File: src/rtl/can_irq_agg.sv
module can_irq_agg #(
  parameter int NUM_OBJ = 6,
  parameter int ADDR_W  = 4
) (
  input  logic                 clk,
  input  logic                 rst_n,
  input  logic                 reg_wr,
  input  logic [ADDR_W-1:0]    reg_addr,
  input  logic [7:0]           reg_wdata,
  output logic [7:0]           reg_rdata,
  input  logic [NUM_OBJ*7-1:0] obj_evt,
  input  logic [6:0]           gen_evt,
  input  logic                 ovr_ack,
  output logic                 irq_can,
  output logic                 irq_ovr
);
  localparam logic [ADDR_W-1:0] FLAG_A = ADDR_W'(NUM_OBJ);
  localparam logic [ADDR_W-1:0] EN_A   = ADDR_W'(NUM_OBJ + 1);
  localparam logic [ADDR_W-1:0] MASK_A = ADDR_W'(NUM_OBJ + 2);
  localparam logic [ADDR_W-1:0] SUM_A  = ADDR_W'(NUM_OBJ + 3);

  logic [6:0]         obj_q [NUM_OBJ];
  logic [6:0]         gen_q;
  logic [7:0]         en_q;
  logic [NUM_OBJ-1:0] mask_q;
  logic [NUM_OBJ-1:0] sit;
  logic               canit;

  wire gen_wr = reg_wr && reg_addr == FLAG_A;

  always_ff @(posedge clk) begin
    if (!rst_n) begin
      for (int i = 0; i < NUM_OBJ; i++) obj_q[i] <= '0;
    end else begin
      for (int i = 0; i < NUM_OBJ; i++)
        obj_q[i] <= ((reg_wr && reg_addr == ADDR_W'(i)) ? (obj_q[i] & reg_wdata[6:0]) : obj_q[i])
                    | obj_evt[i*7 +: 7];
    end
  end

  always_ff @(posedge clk) begin
    if (!rst_n) begin
      gen_q  <= '0;
      en_q   <= '0;
      mask_q <= '0;
    end else begin
      gen_q <= ((gen_wr ? (gen_q & ~reg_wdata[6:0]) : gen_q) & ~{6'b0, ovr_ack}) | gen_evt;
      if (reg_wr && reg_addr == EN_A)   en_q   <= reg_wdata;
      if (reg_wr && reg_addr == MASK_A) mask_q <= reg_wdata[NUM_OBJ-1:0];
    end
  end

  for (genvar g = 0; g < NUM_OBJ; g++) begin : g_sit
    assign sit[g] = mask_q[g] & ((obj_q[g][5] & en_q[5]) |
                                 (obj_q[g][6] & en_q[4]) |
                                 ((|obj_q[g][4:0]) & en_q[3]));

    AST_OBJ_SET_WINS: assert property (@(posedge clk) disable iff (!rst_n)
      (|obj_evt[g*7 +: 7]) |=> ((obj_q[g] & $past(obj_evt[g*7 +: 7])) == $past(obj_evt[g*7 +: 7])));
  end

  assign canit   = (|sit) | (gen_q[6] & en_q[6]) | (gen_q[5] & en_q[2]) | ((|gen_q[4:1]) & en_q[1]);
  assign irq_can = canit & en_q[7];
  assign irq_ovr = gen_q[0] & en_q[0];

  always_comb begin
    reg_rdata = '0;
    for (int i = 0; i < NUM_OBJ; i++)
      if (reg_addr == ADDR_W'(i)) reg_rdata = {1'b0, obj_q[i]};
    if (reg_addr == FLAG_A) reg_rdata = {canit, gen_q};
    if (reg_addr == EN_A)   reg_rdata = en_q;
    if (reg_addr == MASK_A) reg_rdata = 8'(mask_q);
    if (reg_addr == SUM_A)  reg_rdata = 8'(sit);
  end

  AST_GEN_SET_WINS: assert property (@(posedge clk) disable iff (!rst_n)
    (|gen_evt) |=> ((gen_q & $past(gen_evt)) == $past(gen_evt)));
  AST_OVR_ACK_CLEARS: assert property (@(posedge clk) disable iff (!rst_n)
    (ovr_ack && !gen_evt[0]) |=> !gen_q[0]);
  AST_GEN_ERR_ISOLATED: assert property (@(posedge clk) disable iff (!rst_n)
    (gen_evt[4:1] == 4'b0 && !gen_wr) |=> (gen_q[4:1] == $past(gen_q[4:1])));
  AST_CAN_NEEDS_GLOBAL: assert property (@(posedge clk) disable iff (!rst_n)
    irq_can |-> en_q[7]);
  AST_OVR_NEEDS_FLAG: assert property (@(posedge clk) disable iff (!rst_n)
    irq_ovr |-> (gen_q[0] && en_q[0]));
endmodule

File: config.mk
export PLATFORM = sky130hd
export DESIGN_NAME = can_irq_agg
export DESIGN_NICKNAME = d
export VERILOG_FILES = /design/src/rtl/can_irq_agg.sv
export SDC_FILE = /design/constraint.sdc
export NUM_CORES = 1
export LEC_CHECK = 0
export BUFFER_PORTS_ARGS = -buffer_cell sky130_fd_sc_hd__buf_4
export CORE_ASPECT_RATIO = 0.7
export CORE_MARGIN = 1
export CORE_UTILIZATION = 50
export CTS_CLUSTER_DIAMETER = 60
export DETAILED_ROUTE_END_ITERATION = 16
export PLACE_DENSITY = 0.76
export SLEW_MARGIN = 0
export SYNTH_ARGS = -nofsm -noshare
export SYNTH_HDL_FRONTEND = slang
export SYNTH_SLANG_ARGS = --single-unit
export TNS_END_PERCENT = 30
File: constraint.sdc
create_clock -name clk -period 1.7 [get_ports clk]
set_input_delay 0.17 -clock clk [delete_from_list [all_inputs] [get_ports clk]]
set_output_delay 0.17 -clock clk [all_outputs]
set_load 0.01 [all_outputs]
* After elaboration in Yosys (flattened, before gate mapping)
Memory sizes are Yosys's and may differ from the RTL's.
Cells that the tools add are included.
** Word-level totals
- Register bits after elaboration :: 21
- Memory bits (writable) :: 42
- Input port bits :: 65
- Output and inout port bits :: 10
- Word-level logic and storage cells :: 123
- Memories :: 1
** Cells by class
- Equal/unequal tests :: 9
- Muxes and demuxes :: 25
- Bitwise operators :: 67
- Reduce and logical (&&, ||, !) cells :: 18
** Memory list
- obj_q :: depth 6, bits a word 7, rd ports 6, clocked after memory_dff 0, wr ports 6, line 22 : logic [6:0] obj_q [NUM_OBJ];
** Operators with widths (count)
- 7-bit 2-to-1 mux :: 14
- 8-bit 2-to-1 mux :: 9
- 7-bit bitwise AND :: 8
- 7-bit bitwise OR :: 7
- 5-bit OR reduction :: 6
- 1-bit bitwise AND :: 29
- 1-bit bitwise OR :: 21
- 4-bit by 3-bit == test with 1-bit output (second input constant) :: 4
- 1-bit logical AND :: 9
- 4-bit by 2-bit == test with 1-bit output (second input constant) :: 2
- 4-bit == test (second input constant) :: 2
- 1-bit inverter with 7-bit output :: 1
- 7-bit inverter :: 1
- 6-bit OR reduction :: 1
- 4-bit by 1-bit == test with 1-bit output (second input constant) :: 1
- 4-bit zero test :: 1
- 4-bit OR reduction :: 1
- 1-bit 2-to-1 mux :: 2

* Depth between registers and ports, before layout
An unclocked memory read counts as a cell.
- Depth in word-level cells :: 13
- Mapped depth :: 7
- Gate-level depth less buffers :: 5

* Worst setup path before layout
Ideal clock, no wire load.
- Kind :: register to output
- Start point :: memory obj_q[1][4]
- End point :: output reg_rdata[7]
- Arrival time :: 1.427 ns
- Required time :: 1.530 ns
- Setup slack :: 0.103 ns
- Stages on the path, launching flop included :: 6
- Buffers on the path :: 0
- Path through :: dfxtp_1 > or4_1 > o211ai_1 > o2111ai_1 > nor3_1 > a21oi_1
** RTL lines
- start, declared :: line 22
- end, declared :: line 10 : output logic [7:0] reg_rdata,

==> metrics.txt <==
multi-input logic area 1969 um2; most frequent cells in the layout 134 x buf_4, 95 x o21a_1, 58 x dfxtp_1; Syn Area/Cell between 9 and 10 um2; Worst VDD drop about 0.78 mV; final core occ 0.7308; Synth area leaders dfxtp_1 38%, o21a_1 21%, mux2i_1 5.7%; fin crit share 1.310; R2R Path End en_q[3]; hold path depth 2; initial antenna violation count 0; Antenna diodes 0; Die Wd ~100 um; Vias approximately 3.3k; vias in the first global route ~3.3k; setup_tns -2976 ps; largest net degree at the start of global routing 64; RSZ-0062 raised after global routing true; Post-synth ARST share 0; synthesized flop and latch total between 60 and 70; Filler Cell Count 489; CTS buffer count 9; Rows 24; gr busiest metal met2; leak pwr roughly 1.9 nW; Die Area approximately 7000 um2; Post-DRT Antenna Nets 0; Worst slew margin 0.5884; most common cell after layout, fill and taps aside buf_4; GPL Wtd Cong around 0.97; Worst Setup Start Kind register; drt via density between 5 and 6; Core Region roughly 6300 um2; status finished with violations; drt wl/cell just under 20 um; worst hold path startpoint gen_evt[6]; Clk Latency, worst-skew pair between 300 and 400 ps; share of layout cells above drive strength 1 0.3825; crit path kind register to output port; Mapped Area 3331 um2; setup ws final -527.6 ps; WL final roughly 11 mm; CTS H-tree depth 3; setup repair bufs after CTS 0; Layout Skew 0 ps; setup slack on the worst flop-to-flop path about 750 ps; met3 Usage GRT 0.08208; DRC 0; Power Density ~850 nW/um2; Cell variety after synth 48; reg2reg start en_q[3]; clock sinks 63; Final Hold Fails 0; Post-Syn Nets between 400 and 500; register area share after synthesis 0.3787; Tot GR Track Use 0.3417; first-pass GRT wire length 17.78 mm; total power around 3.9 mW; Max Fanout on Critical Path 2; Slew @ Worst Pin 617.4 ps; Yosys top cell area share 0.3787; Synth warnings 0; max-slew violations 0; clock transition at the registers of the reported paths approximately 70 ps; die height between 70 and 80 um; Tmin final ~2200 ps; TritonRoute pass-1 iters 5; Placed Cells incl. Taps 543; Setup crit end kind output port; GR Util met2 0.5208; Cells after Synth 343; Max-Cap Viols 0; failing checks negative setup slack; Worst Hold Class primary input to register; I/O Buffers 74; Fmax approximately 0.45 GHz; Seq. cell area about 1300 um2; total congestion overflow 0; initial drt markers 324; clock tree buffer depth 2; final setup vio count 8; met1 Usage GRT 0.4718; Initial Util 0.5257; Post-Layout Cell Count roughly 560; WP data arrival between 2000 and 2500 ps; io pins 75; CTS tree yes; Root Buffer clkbuf_8; ys flop type dfxtp_1; area leader, netlist dfxtp_1; area grow syn2layout 39.03%; Worst R2R Path Depth 2; Post-synth EDFFs 0; CP required between 1500 and 2000 ps; Endpoint, Worst Hold gen_q[6]; hpwl dp a little over 8 mm; number of nets in the finished design around 530
stage by stage:
stage | hold slack, ps | instance area, um2 | setup slack (ps)
CTS | 18.12 | 4612 | -512.5
finish | 26.15 | 4631 | -527.6
floorplan | 293.8 | 3331 | 102.6
global route | 19.90 | 4631 | -623.4
global placement | 376.9 | 4340 | -152.9
detailed placement | 380.2 | 4340 | -145.2
timing repair:
item	4_1_cts	5_1_grt
setup endpoints to repair	8	9
hold buffers	0	0
resized for setup	17	6
cell families (layout without fill, tap and decap cells):
| logic type | after synthesis | in the layout | synth area share |
|---|---|---|---|
| AOI/OAI and AO/OA | 156 | 156 | 0.3452 |
| DFF | 63 | 63 | 0.3787 |
| and+or+nand+nor | 63 | 63 | 0.1135 |
| muxes | 31 | 31 | 0.1191 |
| buffers and inverters | 30 | 155 | 0.04357 |
area by class of cell:
class                           instances  share of cell area
Multi-Input combinational cell        250              0.4253
Sequential cell                        63              0.2737
Timing Repair Buffer                  135              0.2216
Clock buffer                           13             0.03215
Tap cell                               91             0.02459
Clock inverter                          3             0.01945
Inverter                                4            0.003242
metal layers:
| metal | share of wire | vias to the layer above |
|---|---|---|
| met3 | 0.095 | 22 |
| met4 | 0.020 | 0 |
| li1 | - | 1533 |
| met2 | 0.43 | 179 |
| met1 | 0.46 | 1548 |
| met5 | 0 | - |
where the power goes:
group	leakage, nW	total (mW)	internal [mW]	switching (mW)
clock network	0.118	1.60	1.02	0.584
registers	0.525	1.64	1.57	0.0738
logic	1.27	0.696	0.397	0.299
total	1.92	3.94	2.98	0.956
cell usage after synthesis (6+ instances only):
library cell  instances
a21oi_1               6
nor2b_1              16
mux2_2                6
a22oi_1               8
o21a_1               95
o21ai_0              11
mux2i_1              19
dfxtp_1              63
nand2_1               6
a21boi_0              9
clkbuf_1             16
nor2_1                9
or4_1                 6
nand3_1               8
flip-flops by register name (all words and copies together) (netlist names):
signal,flops
obj_q,42
en_q,8
gen_q,7
mask_q,6
worst max-delay path by stage:
| stage | startpoint | endpoint | cells past startpoint |
|---|---|---|---|
| floorplan | obj_q[1][4] | reg_rdata[7] | 5 |
| CTS | obj_q[1][4] | reg_rdata[7] | 7 |
| detailed placement | obj_q[1][4] | reg_rdata[7] | 7 |
| global placement | obj_q[2][4] | reg_rdata[7] | 7 |
| finish | obj_q[2][4] | reg_rdata[7] | 7 |
| global route | obj_q[2][4] | reg_rdata[7] | 7 |
critical path, cell delays in order (launching register included):
cell       delay, ps
dfxtp_1          320
or4_4            540
o211ai_1         210
o2111ai_1        140
nor3_1           150
buf_4            150
a21oi_1           60
buf_4            140
(Power assumes the default switching activity.)
